==> config.mk <==
export PLATFORM = sky130hd
export DESIGN_NAME = sig_upset_seq
export DESIGN_NICKNAME = d
export VERILOG_FILES = /design/src/rtl/sig_upset_pkg.sv /design/src/rtl/sig_mem.sv /design/src/rtl/ivl_timer.sv /design/src/rtl/sat_cnt.sv /design/src/rtl/sig_upset_seq.sv
export SDC_FILE = /design/constraint.sdc
export NUM_CORES = 1
export LEC_CHECK = 0
export BUFFER_PORTS_ARGS = -buffer_cell sky130_fd_sc_hd__buf_4
export CAP_MARGIN = 30
export CELL_PAD_IN_SITES_DETAIL_PLACEMENT = 0
export CELL_PAD_IN_SITES_GLOBAL_PLACEMENT = 1
export CORE_ASPECT_RATIO = 0.5
export CORE_MARGIN = 4
export CORE_UTILIZATION = 51
export DETAILED_ROUTE_END_ITERATION = 6
export GPL_ROUTABILITY_DRIVEN = 0
export PLACE_DENSITY_LB_ADDON = 0.1
export SETUP_SLACK_MARGIN = 0.4
export SYNTH_ARGS = -nofsm -noshare
export SYNTH_HDL_FRONTEND = slang
export SYNTH_SLANG_ARGS = --single-unit
export TNS_END_PERCENT = 30
==> constraint.sdc <==
create_clock -name clk -period 4.2 [get_ports clk]
set_input_delay 0.84 -clock clk [delete_from_list [all_inputs] [get_ports clk]]
set_output_delay 0.84 -clock clk [all_outputs]
set_load 0.03 [all_outputs]
==> src/rtl/sig_upset_pkg.sv <==
package sig_upset_pkg;

  typedef enum logic [2:0] {
    ST_IDLE    = 3'd0,
    ST_HOLD    = 3'd1,
    ST_VERIFY  = 3'd2,
    ST_RUN     = 3'd3,
    ST_REPORT  = 3'd4,
    ST_RECOVER = 3'd5
  } seq_state_e;

endpackage

==> src/rtl/sig_mem.sv <==
module sig_mem #(
  parameter int DEPTH = 8,
  parameter int DW    = 8,
  localparam int AW   = (DEPTH > 1) ? $clog2(DEPTH) : 1
) (
  input  logic          clk,
  input  logic          we,
  input  logic [AW-1:0] waddr,
  input  logic [DW-1:0] wdata,
  input  logic [AW-1:0] raddr,
  output logic [DW-1:0] rdata
);

  logic [DW-1:0] mem_q [DEPTH];

  always_ff @(posedge clk) begin
    if (we) begin
      mem_q[waddr] <= wdata;
    end
  end

  assign rdata = mem_q[raddr];

endmodule

==> src/rtl/ivl_timer.sv <==
module ivl_timer #(
  parameter int TW = 8
) (
  input  logic          clk,
  input  logic          rst_n,
  input  logic          load,
  input  logic [TW-1:0] load_val,
  input  logic          dec,
  output logic          done
);

  logic [TW-1:0] cnt_q, cnt_d;

  always_comb begin
    cnt_d = cnt_q;
    if (load) begin
      cnt_d = load_val;
    end else if (dec && (cnt_q != '0)) begin
      cnt_d = cnt_q - TW'(1);
    end
  end

  always_ff @(posedge clk or negedge rst_n) begin
    if (!rst_n) begin
      cnt_q <= '0;
    end else begin
      cnt_q <= cnt_d;
    end
  end

  assign done = (cnt_q == '0);

endmodule

==> src/rtl/sat_cnt.sv <==
module sat_cnt #(
  parameter int W = 8
) (
  input  logic         clk,
  input  logic         rst_n,
  input  logic         clr,
  input  logic         inc,
  output logic [W-1:0] q
);

  logic [W-1:0] q_d;

  always_comb begin
    q_d = q;
    if (clr) begin
      q_d = '0;
    end else if (inc && !(&q)) begin
      q_d = q + W'(1);
    end
  end

  always_ff @(posedge clk or negedge rst_n) begin
    if (!rst_n) begin
      q <= '0;
    end else begin
      q <= q_d;
    end
  end

endmodule

==> src/rtl/sig_upset_seq.sv <==
module sig_upset_seq
  import sig_upset_pkg::*;
#(
  parameter int STEPS      = 8,
  parameter int DW         = 8,
  parameter int CLK_PER_MS = 4,
  parameter int HOLD_MS    = 10,
  parameter int RST_MS     = 10,
  parameter int CNT_W      = 8,
  localparam int SW        = (STEPS > 1) ? $clog2(STEPS) : 1
) (
  input  logic             clk,
  input  logic             rst_n,
  input  logic             start,
  input  logic             stop,
  input  logic             sig_we,
  input  logic [SW-1:0]    sig_waddr,
  input  logic [DW-1:0]    sig_wdata,
  output logic             dut_rst,
  output logic             dut_ce,
  input  logic [DW-1:0]    dut_q,
  output logic             rec_valid,
  input  logic             rec_ready,
  output logic [SW-1:0]    rec_step,
  output logic [DW-1:0]    rec_obs,
  output logic [DW-1:0]    rec_exp,
  output logic [CNT_W-1:0] upset_cnt,
  output logic [CNT_W-1:0] sync_cnt
);

  localparam int HOLD_CLK = HOLD_MS * CLK_PER_MS;
  localparam int RST_CLK  = RST_MS * CLK_PER_MS;
  localparam int IVL_MAX  = (HOLD_CLK > RST_CLK) ? HOLD_CLK : RST_CLK;
  localparam int TW       = $clog2(IVL_MAX + 1);

  // reset: asserted asynchronously, released after two clocks
  logic [1:0] rsync_q;
  logic       srst_n;

  always_ff @(posedge clk or negedge rst_n) begin
    if (!rst_n) begin
      rsync_q <= 2'b00;
    end else begin
      rsync_q <= {rsync_q[0], 1'b1};
    end
  end
  assign srst_n = rsync_q[1];

  seq_state_e    state_q, state_d;
  logic [SW-1:0] step_q, step_d;
  logic [DW-1:0] exp_word;
  logic          mism, last_step;
  logic          tmr_load, tmr_dec, tmr_done;
  logic [TW-1:0] tmr_val;
  logic          cap_en, up_inc, sy_inc, cnt_clr;

  sig_mem #(.DEPTH(STEPS), .DW(DW)) u_sig (
    .clk   (clk),
    .we    (sig_we),
    .waddr (sig_waddr),
    .wdata (sig_wdata),
    .raddr (step_q),
    .rdata (exp_word)
  );

  ivl_timer #(.TW(TW)) u_tmr (
    .clk      (clk),
    .rst_n    (srst_n),
    .load     (tmr_load),
    .load_val (tmr_val),
    .dec      (tmr_dec),
    .done     (tmr_done)
  );

  sat_cnt #(.W(CNT_W)) u_upset (
    .clk   (clk),
    .rst_n (srst_n),
    .clr   (cnt_clr),
    .inc   (up_inc),
    .q     (upset_cnt)
  );

  sat_cnt #(.W(CNT_W)) u_sync (
    .clk   (clk),
    .rst_n (srst_n),
    .clr   (cnt_clr),
    .inc   (sy_inc),
    .q     (sync_cnt)
  );

  assign mism      = (dut_q != exp_word);
  assign last_step = (step_q == SW'(STEPS - 1));

  always_comb begin
    state_d  = state_q;
    step_d   = step_q;
    tmr_load = 1'b0;
    tmr_val  = '0;
    tmr_dec  = 1'b0;
    cap_en   = 1'b0;
    up_inc   = 1'b0;
    sy_inc   = 1'b0;
    cnt_clr  = 1'b0;
    if (stop) begin
      state_d = ST_IDLE;
      step_d  = '0;
    end else begin
      unique case (state_q)
        ST_IDLE: begin
          if (start) begin
            state_d  = ST_HOLD;
            cnt_clr  = 1'b1;
            tmr_load = 1'b1;
            tmr_val  = TW'(HOLD_CLK - 1);
          end
        end
        ST_HOLD, ST_RECOVER: begin
          if (tmr_done) begin
            state_d = ST_VERIFY;
            step_d  = '0;
          end else begin
            tmr_dec = 1'b1;
          end
        end
        ST_VERIFY: begin
          if (mism) begin
            sy_inc   = 1'b1;
            state_d  = ST_RECOVER;
            tmr_load = 1'b1;
            tmr_val  = TW'(RST_CLK - 1);
          end else if (last_step) begin
            state_d = ST_RUN;
            step_d  = '0;
          end else begin
            step_d = step_q + SW'(1);
          end
        end
        ST_RUN: begin
          if (mism) begin
            up_inc  = 1'b1;
            cap_en  = 1'b1;
            state_d = ST_REPORT;
          end else begin
            step_d = last_step ? '0 : step_q + SW'(1);
          end
        end
        ST_REPORT: begin
          if (rec_ready) begin
            state_d  = ST_RECOVER;
            tmr_load = 1'b1;
            tmr_val  = TW'(RST_CLK - 1);
          end
        end
        default: state_d = ST_IDLE;
      endcase
    end
  end

  always_ff @(posedge clk or negedge srst_n) begin
    if (!srst_n) begin
      state_q <= ST_IDLE;
      step_q  <= '0;
    end else begin
      state_q <= state_d;
      step_q  <= step_d;
    end
  end

  always_ff @(posedge clk or negedge srst_n) begin
    if (!srst_n) begin
      rec_step <= '0;
      rec_obs  <= '0;
      rec_exp  <= '0;
    end else if (cap_en) begin
      rec_step <= step_q;
      rec_obs  <= dut_q;
      rec_exp  <= exp_word;
    end
  end

  assign dut_rst   = (state_q == ST_IDLE) || (state_q == ST_RECOVER);
  assign dut_ce    = (state_q == ST_VERIFY) || (state_q == ST_RUN);
  assign rec_valid = (state_q == ST_REPORT);

endmodule

==> results of run 1 <==
-- metrics by stage --
| step | hold WS (ns) | utilization |
|---|---|---|
| finish | 0.1208 | 0.6494 |
| global route | 0.1351 | 0.6494 |
| CTS | 0.1274 | 0.6494 |
| detailed placement | 0.1236 | 0.5899 |
| global placement | 0.3399 | 0.5878 |
| floorplan | 0.3312 | - |
-- flip-flops by register name, summed over array words and instances, names as in the netlist --
name         flops
rec_exp          8
rsync_q          2
rec_step         3
state_q          3
u_sync.q         8
step_q           3
u_upset.q        8
u_sig.mem_q     64
u_tmr.cnt_q      6
rec_obs          8
-- power breakdown --
group          internal [mW]  total, mW  switching [mW]
sequential              1.21       1.23          0.0188
clock                  0.864       1.37           0.506
combinational         0.0546      0.133          0.0779
total                   2.13       2.73           0.603
-- per-layer routing --
metal,vias to the layer above,part of all wire,global-route usage
li1,1552,-,-
met1,1634,0.44,0.2518
met2,75,0.50,0.3187
met3,14,0.054,0.05825
met4,0,0.011,0.07742
met5,-,0,0
-- worst reg2reg max path: stages, from the launching register on --
cell and delay, ns:
dfrtp_1 0.83, mux4_1 0.65, mux2i_1 0.28, xor2_1 0.18, nand3_1 0.17, or4_1 0.74
nand2_8 0.23, mux2_2 0.36
-- layout make-up --
class	instances	area [um2]	area share
clock buffers	17	425.4	0.06866
multi-input cells	232	1764	0.2847
flip-flops and latches	113	3149	0.5083
well taps	135	168.9	0.02726
clock inverters	14	142.6	0.02302
repair buffers	68	523.0	0.08441
inverters	6	22.52	0.003635
-- cell families (layout without fill, tap and decap cells) --
group                      Yosys count  in the layout  synth area share
AOI/OAI and AO/OA                   65             65           0.07836
xor gates and xnor gates            11             11           0.01909
adders and majority gates            6              6           0.01488
buffers and inverters               21            105           0.02653
DFF                                113            113            0.6239
muxes                               43             43            0.1185
other                                1              1         0.0007431
and+or+nand+nor                    106            106            0.1180
-- synthesized netlist by cell type, types with 5 or more instances --
cell type,n
mux2i_1,17
or4_1,8
nor2_1,18
nor3_1,10
xnor2_1,5
o21ai_0,23
edfxtp_1,64
nand2_1,19
clkbuf_1,8
mux2_2,15
xor2_1,6
a21oi_1,17
ha_1,6
mux4_1,7
or3_1,14
dfrtp_1,49
nand2b_1,8
nand3_1,9
o31ai_1,11
inv_1,6
-- worst min path at each step --
stage,start,endpoint,slack (ns),cells past startpoint
6_report,rsync_q[1],u_tmr.cnt_q[1],0.12,0
5_1_grt,rsync_q[1],u_tmr.cnt_q[1],0.14,0
4_1_cts,rsync_q[1],u_tmr.cnt_q[1],0.13,0
3_5_place_dp,rsync_q[1],u_tmr.cnt_q[5],0.12,0
3_3_place_gp,rsync_q[0],rsync_q[1],0.34,0
2_1_floorplan,rsync_q[0],rsync_q[1],0.33,0
==> flow_summary.json, run 1 <==
{
  "status": "completed",
  "postCtsSetupRepairBufs": 0,
  "finalMaxSlewViolations": 0,
  "final_cell_mix": "67 x buf_4, 64 x edfxtp_1, 48 x dfrtp_1",
  "cp_num_buf_inv": 0,
  "finalCriticalPeriod_ns": 3.566,
  "post_cts_resize_count": 0,
  "tightest_slew_ns": 0.9817,
  "irDropWorstVdd_uv": 289.9,
  "ctsHoldBuffers": 0,
  "critPathKind": "register to register",
  "power_density_nw_per_um2": 441.2,
  "start_util": 0.5289,
  "antenna_found_initial": 0,
  "die_h_um": 78.34,
  "fp.dieW_um": 148.7,
  "dp_cells": 554,
  "routed_wl_mm": 10.49,
  "drive_gt1_frac": 0.2711,
  "num_rows": 25,
  "ant_nets": 0,
  "ys_async_sr_fraction": 0.4336,
  "synth_edf_count": 64,
  "wl_per_cell_um": 17.93,
  "yosys-top-cells-area": "edfxtp_1 38%, dfrtp_1 24%, mux4_1 3.6%",
  "fmax_mhz": 280.5,
  "num-fill-cells": 702,
  "n_antenna_cell": 0,
  "placed_area_um2": 5628,
  "timing.rr.start": "step_q[0]",
  "rr_endpoint": "rec_obs[6]",
  "min_path_type": "register to asynchronous set/reset pin",
  "pre_cts_ws_ns": 0.5741,
  "cp-start-kind": "register",
  "cts_tree": "built",
  "final_nets": 469,
  "avgSynthCellArea_um2": 13.79,
  "p_total_mw": 2.734,
  "worst_slack_ns": 0.6344,
  "critPathCaptureType": "register",
  "ys_ff_latch": 113,
  "cts-root-buf": "clkbuf_16",
  "synth_area_um2": 5046,
  "regToRegSetupSlack_ns": 0.63,
  "core_um2": 9540,
  "crit_required_ns": 4.49,
  "drc": 0,
  "final_common_cell": "buf_4",
  "relSlewSlack": 0.3431,
  "cp_cell_sequence": "mux4_1 > mux2i_1 > xor2_1 > nand3_1 > or4_1 > nand2_8 > mux2_2",
  "hpwl_mm": 7.153,
  "synthToLayoutAreaGrowth_pct": 22.79,
  "setup_viol": 0,
  "arrival_ns": 3.85,
  "ys_seq_area_frac": 0.6239,
  "cts_buffer_depth": 2,
  "hold_violations": 0,
  "clk_pin_slew_ns": 0.05,
  "syn-num-nets": 397,
  "grt_max_degree": 40,
  "dr.first_iter.drc_count": 267,
  "synth-main-ff-cell": "edfxtp_1",
  "crit_end": "rec_obs[6]",
  "max-cap-violations": 0,
  "final_cells": 585,
  "cpLargestDelayFamily": "multiplexers",
  "fin_crit_sh": 0.8489,
  "io_pins": 63,
  "critPathMaxFanout": 19,
  "finClkSkew_ns": 0.01648,
  "grt_pass1_vias": 3310,
  "rsz0062_at_grt": "false",
  "p_leak_nw": 2.450,
  "clk_latency_ns": 0.42,
  "dieArea_um2": 11650,
  "cts_buffers": 17,
  "firstDrtPassIters": 5,
  "cp.depth": 7,
  "num_vias": 3275,
  "port_buffers": 62,
  "yosysTopAreaCellShare": 0.3809,
  "yosys.area.top_type": "edfxtp_1",
  "grt_pass1_wl_mm": 17.25,
  "ys_types": 46,
  "design_area_um2": 6196,
  "ys.warnings.count": 0,
  "fin_tns_setup_ns": 0,
  "via_per_inst": 5.598,
  "overflow": 0,
  "synth_cells": 366,
  "clock-sinks": 113,
  "reg2reg_depth": 7,
  "htreeDepth": 4,
  "grt_usage": 0.1967,
  "slowest_delay_ns": 0.83,
  "crit_path_start": "step_q[0]",
  "critPathSlowestCell": "dfrtp_1"
}
Power figures use the tool's default switching activity.
==> run 2, diff against run 1 <==
--- a/config.mk
+++ b/config.mk
@@ -11,7 +11,7 @@
 export CELL_PAD_IN_SITES_GLOBAL_PLACEMENT = 1
 export CORE_ASPECT_RATIO = 0.5
 export CORE_MARGIN = 4
-export CORE_UTILIZATION = 51
+export CORE_UTILIZATION = 47
 export DETAILED_ROUTE_END_ITERATION = 6
 export GPL_ROUTABILITY_DRIVEN = 0
 export PLACE_DENSITY_LB_ADDON = 0.1
==> constraint.sdc (replaced) <==
create_clock -name clk -period 3.4 [get_ports clk]
set_input_delay 0.68 -clock clk [delete_from_list [all_inputs] [get_ports clk]]
set_output_delay 0.68 -clock clk [all_outputs]
set_load 0.03 [all_outputs]
==> run 2 against run 1 <==
  * Maximum frequency increased by 22%
  * Final cell count increased by 2.7%
  * Flip-flop and latch count unchanged
  * Sequential power increased by 24%
  * Register-to-register slack got worse by 0.15 ns
  * Via count increased by 0.31%
  * Non-clock buffer count increased by 9
  * Largest cell class unchanged
==> flow_summary.json, run 2 (same netlist as run 1, synthesis figures left out) <==
{
  "p_switching_mw": 0.7684,
  "fin_tns_setup_ns": 0,
  "utilization": 0.6067,
  "grt_max_degree": 39,
  "grt_usage": 0.1860,
  "dieArea_um2": 12560,
  "hpwl_mm": 7.460,
  "relSlewSlack": 0.3880,
  "num_vias": 3285,
  "drive_gt1_frac": 0.3037,
  "holdWs_ns": 0.04783,
  "via_per_inst": 5.466,
  "largest_reg_flops": 64,
  "pre_cts_ws_ns": 0.1180,
  "io_pins": 63,
  "cts_buffer_depth": 2,
  "cp-start-kind": "register",
  "clk_pin_slew_ns": 0.06,
  "tightest_slew_ns": 0.9147,
  "grt_pass1_vias": 3489,
  "internal_power_mw": 2.500,
  "grt_pass1_wl_mm": 17.76,
  "grt_util_met2": 0.3135,
  "crit_required_ns": 3.66,
  "power_density_nw_per_um2": 520.7,
  "core_um2": 10340,
  "htreeDepth": 4,
  "start_util": 0.4878,
  "die_h_um": 81.27,
  "combPwrFrac": 0.051,
  "rsz0062_at_grt": "true",
  "cts_tree": "built",
  "critPathKind": "register to register",
  "finClkSkew_ns": 0.006854,
  "firstDrtPassIters": 5,
  "num-fill-cells": 816,
  "final_common_cell": "buf_4",
  "fp.dieW_um": 154.5,
  "max-cap-violations": 0,
  "top_register": "u_sig.mem_q",
  "dr.first_iter.drc_count": 245,
  "p_sw_frac": 0.2351,
  "ant_nets": 0,
  "antenna_found_initial": 0,
  "final_cells": 601,
  "critPathMaxFanout": 8,
  "fmax_mhz": 342.8,
  "n_antenna_cell": 0,
  "finalMaxSlewViolations": 0,
  "arrival_ns": 3.18,
  "port_buffers": 62,
  "use_met3": 0.05056,
  "fin_crit_sh": 0.8581,
  "p_seq_frac": 0.465,
  "drc": 0,
  "clk_latency_ns": 0.40,
  "status": "completed",
  "multi_input_area_um2": 1787,
  "dp_cells": 563,
  "worst_slack_ns": 0.4824,
  "p_total_mw": 3.268,
  "routed_wl_mm": 10.92,
  "ctsHoldBuffers": 0,
  "finalCriticalPeriod_ns": 2.918,
  "critPathCaptureType": "register",
  "final_nets": 479,
  "met1_usage": 0.2348,
  "regToRegSetupSlack_ns": 0.48,
  "register_area_um2": 3153,
  "num_rows": 26,
  "min_path_type": "input port to asynchronous set/reset pin",
  "p_clk_frac": 0.485,
  "cts-root-buf": "clkbuf_16",
  "setup_viol": 0,
  "final_cell_mix": "75 x buf_4, 64 x edfxtp_1, 45 x dfrtp_1",
  "design_area_um2": 6276,
  "placed_area_um2": 5664,
  "crit_path_start": "step_q[0]",
  "cts_buffers": 17,
  "grt_most_used_layer": "met2",
  "wl_per_cell_um": 18.17,
  "timing.rr.start": "step_q[0]",
  "hold_violations": 0,
  "synthToLayoutAreaGrowth_pct": 24.37,
  "p_leak_nw": 2.490,
  "overflow": 0,
  "irDropWorstVdd_uv": 328.2,
  "clock-sinks": 113
}
-- run 2: cell type report --
cell class,instances,share of cell area
multi-input cells,233,0.2847
repair buffers,77,0.09609
well taps,140,0.02791
flip-flops and latches,113,0.5024
clock inverters,15,0.01754
clock buffers,17,0.06778
inverters,6,0.003589
-- run 2: timing repair --
action / CTS / global route
resized for setup: 3 / 4
gates cloned: 0 / 1
pin swaps: 0 / 1
setup buffers: 4 / 1
endpoints found under the setup margin: 29 / 28
-- run 2: routing by layer --
layer | up-vias | routed length [um]
li1 | 1573 | -
met1 | 1641 | 4990
met2 | 56 | 5391
met3 | 15 | 413
met4 | 0 | 125
met5 | - | 0
-- run 2: final timing paths --
path | to | cells after the start
min | rsync_q[0] | 1
min in group clk | rsync_q[1] | 0
max in group asynchronous | step_q[1] | 1
max reg2reg | u_upset.q[2] | 10
max | u_upset.q[2] | 10
min reg2reg | u_tmr.cnt_q[1] | 0
-- run 2: power by group through the flow --
stage               clock, mW  combinational [mW]  sequential, mW
floorplan                   0              0.0858            1.55
global placement            0               0.146            1.55
detailed placement          0               0.167            1.55
CTS                      1.61               0.167            1.52
global route             1.69               0.187            1.52
finish                   1.58               0.165            1.52
-- run 2: worst max-delay path, stage by stage, from the launching register on --
cell      delay [ns]
dfrtp_2         0.39
buf_12          0.12
buf_4           0.18
mux2_2          0.35
o22ai_1         0.30
or3_1           0.17
nand4_1         0.16
or4_4           0.63
buf_4           0.19
a31oi_1         0.21
a211oi_2        0.07
==> run 3, diff against run 2 <==
--- a/config.mk
+++ b/config.mk
@@ -11,12 +11,13 @@
 export CELL_PAD_IN_SITES_GLOBAL_PLACEMENT = 1
 export CORE_ASPECT_RATIO = 0.5
 export CORE_MARGIN = 4
-export CORE_UTILIZATION = 47
+export CORE_UTILIZATION = 49
 export DETAILED_ROUTE_END_ITERATION = 6
 export GPL_ROUTABILITY_DRIVEN = 0
-export PLACE_DENSITY_LB_ADDON = 0.1
+export PLACE_DENSITY = 0.8
 export SETUP_SLACK_MARGIN = 0.4
 export SYNTH_ARGS = -nofsm -noshare
 export SYNTH_HDL_FRONTEND = slang
+export SYNTH_HIERARCHICAL = 1
 export SYNTH_SLANG_ARGS = --single-unit
 export TNS_END_PERCENT = 30
==> constraint.sdc (replaced) <==
create_clock -name clk -period 2.9 [get_ports clk]
set_input_delay 0.58 -clock clk [delete_from_list [all_inputs] [get_ports clk]]
set_output_delay 0.58 -clock clk [all_outputs]
set_load 0.03 [all_outputs]
==> run 3 against run 2 <==
  * The run now ends with setup timing left
  * Routed wire length up 14%
  * Cell area up 15%
  * Sequential share of layout area down 6.5 points
  * Sequential power increased by 22%
  * Synthesized cell count shrank 3.0%
  * First-iteration DRC count fell by 4.5%
  * Non-clock buffer count increased by 19
  * Via count rose by 1.8%
  * Maximum frequency is 4.7% lower
  * Final cell count increased by 1.0%
  * Power is 39% higher
  * Highest routed layer unchanged
==> flow_summary.json, run 3 <==
{
  "placed_area_um2": 6186,
  "htreeDepth": 4,
  "ys_types": 59,
  "p_leak_nw": 2.913,
  "relSlewSlack": 0.3841,
  "crit_end": "u_sync/q[3]",
  "grt_most_used_layer": "met2",
  "rr_endpoint": "u_sync/q[3]",
  "final_cells": 607,
  "cp-start-kind": "register",
  "grt_usage": 0.2048,
  "clk_pin_slew_ns": 0.06,
  "wl_per_cell_um": 20.42,
  "arrival_ns": 3.36,
  "hpwl_mm": 7.501,
  "grt_max_degree": 27,
  "num-fill-cells": 680,
  "fin_crit_sh": 1.056,
  "crit_required_ns": 3.20,
  "n_antenna_cell": 0,
  "yosys-top-cells-area": "edfxtp_1 36%, dfrtp_1 23%, mux2_4 7.5%",
  "irDropWorstVdd_uv": 401.3,
  "hold_violations": 0,
  "firstDrtPassIters": 4,
  "design_area_um2": 7204,
  "critPathMaxFanout": 8,
  "drive_gt1_frac": 0.4989,
  "synthTopCellsByCount": "64 x edfxtp_1, 49 x dfrtp_1, 27 x mux2_4, 23 x nor2_1, 15 x mux4_1",
  "synth-main-ff-cell": "edfxtp_1",
  "setup_viol": 28,
  "num_rows": 26,
  "slowest_delay_ns": 0.52,
  "synth_area_um2": 5385,
  "critPathCaptureType": "register",
  "finalCriticalPeriod_ns": 3.061,
  "critPathSlowestCell": "mux4_2",
  "drc": 0,
  "timing.rr.start": "step_q[0]",
  "ys_seq_area_frac": 0.5846,
  "finalMaxSlewViolations": 0,
  "dieArea_um2": 12830,
  "yosys.area.top_type": "edfxtp_1",
  "cts_buffer_depth": 2,
  "holdWs_ns": 0.2792,
  "grt_pass1_wl_mm": 19.66,
  "min_path_type": "register to asynchronous set/reset pin",
  "routed_wl_mm": 12.40,
  "yosysMostFrequentCell": "edfxtp_1",
  "regToRegSetupSlack_ns": -0.16,
  "avgSynthCellArea_um2": 15.17,
  "io_pins": 63,
  "final_common_cell": "buf_4",
  "ys_async_sr_fraction": 0.4336,
  "top_register": "u_sig/mem_q",
  "core_um2": 10440,
  "ys_ff_latch": 113,
  "power_density_nw_per_um2": 631.1,
  "pre_cts_ws_ns": -0.2451,
  "largest_reg_flops": 64,
  "dp_cells": 561,
  "cts_buffers": 17,
  "start_util": 0.5157,
  "dr.first_iter.drc_count": 234,
  "antenna_found_initial": 0,
  "ant_nets": 0,
  "fp.dieW_um": 156.3,
  "fin_tns_setup_ns": -2.319,
  "synth_cells": 355,
  "cp.depth": 12,
  "violations": "setup timing",
  "yosysTopAreaCellShare": 0.3569,
  "status": "finished with violations",
  "die_h_um": 82.13,
  "met1_usage": 0.2602,
  "worst_slack_ns": -0.1612,
  "port_buffers": 62,
  "max-cap-violations": 0,
  "finClkSkew_ns": 0.01228,
  "synthToLayoutAreaGrowth_pct": 33.78,
  "grt_pass1_vias": 3602,
  "reg2reg_depth": 12,
  "cts-root-buf": "clkbuf_16",
  "via_per_inst": 5.509,
  "critPathKind": "register to register",
  "cp_num_buf_inv": 3,
  "ys.warnings.count": 6,
  "overflow": 0,
  "clk_latency_ns": 0.42,
  "use_met3": 0.05622,
  "tightest_slew_ns": 0.9204,
  "synth_edf_count": 64,
  "fmax_mhz": 326.7,
  "final_cell_mix": "82 x buf_4, 64 x edfxtp_1, 47 x dfrtp_1",
  "grt_util_met2": 0.3410,
  "num_vias": 3344,
  "cts_tree": "built",
  "rsz0062_at_grt": "true",
  "clock-sinks": 113,
  "crit_path_start": "step_q[0]",
  "final_nets": 485,
  "cp_cell_sequence": "buf_12 > mux4_2 > mux2_4 > xor2_4 > nor4_4 > buf_4 > and2_4 > nor3_4 > nand4_1 > buf_4 > a21oi_4 > mux2_4",
  "cpLargestDelayFamily": "multiplexers"
}
## run 3: metrics by stage
step,power (mW),util
floorplan,2.138,-
detailed placement,2.297,0.5924
finish,4.547,0.6899
global route,4.722,0.6899
CTS,4.551,0.6711
global placement,2.268,0.5905
## run 3: worst min path at each step
stage,start,cells past startpoint,slack (ns),end
final,rsync_q[1],0,0.28,u_sync/q[6]
after global placement,rsync_q[0],0,0.34,rsync_q[1]
after CTS,rsync_q[1],0,0.30,u_sync/q[6]
after detailed placement,rsync_q[1],0,0.30,rec_exp[6]
after floorplan,rst_n,0,0.28,rsync_q[0]
after global routing,rsync_q[1],0,0.34,rec_exp[6]
## run 3: kinds of logic after synthesis
| family | after synthesis | synth area share |
|---|---|---|
| AO/OA/AOI/OAI | 49 | 0.07086 |
| XOR/XNOR | 9 | 0.01464 |
| adder cells (fa/ha/maj) | 6 | 0.01394 |
| buffers and inverters | 26 | 0.03206 |
| flip-flops | 113 | 0.5846 |
| multiplexers | 53 | 0.1731 |
| other | 2 | 0.001395 |
| AND/OR/NAND/NOR | 97 | 0.1094 |
## run 3: final cells by class
type	instances	area (um2)	share of cell area
clock inverters	14	203.9	0.02831
clock buffers	18	429.2	0.05957
multi-input cells	217	2387	0.3314
flip-flops and latches	113	3151	0.4373
well taps	140	175.2	0.02431
repair buffers	96	815.8	0.1132
inverters	9	42.54	0.005905
## run 3: worst register-to-register path: stages, from the launching register on
cell and delay, ns:
dfrtp_2 0.43, buf_12 0.16, mux4_2 0.52, mux2_4 0.32
xor2_4 0.22, nor4_4 0.08, buf_4 0.16, and2_4 0.15
nor3_4 0.15, nand4_1 0.16, buf_4 0.18, a21oi_4 0.11
mux2_4 0.30
## run 3: where the power goes
part / switching (mW) / internal [mW] / total, mW
Clock: 0.780 / 1.45 / 2.23
Sequential: 0.0664 / 1.79 / 1.86
Combinational: 0.253 / 0.206 / 0.459
Total: 1.10 / 3.45 / 4.55
## run 3: metal layers
metal,vias up,wire [um]
met1,1698,5226
met4,0,219
li1,1553,-
met2,77,6399
met5,-,0
met3,16,550
## run 3: repair_timing
action	4_1_cts	5_1_grt
buffers inserted	7	6
pin swaps	12	24
resized for setup	34	29
gates cloned	0	0
endpoints found under the hold margin	2	0
setup endpoints to repair	47	46
hold buffers	1	0
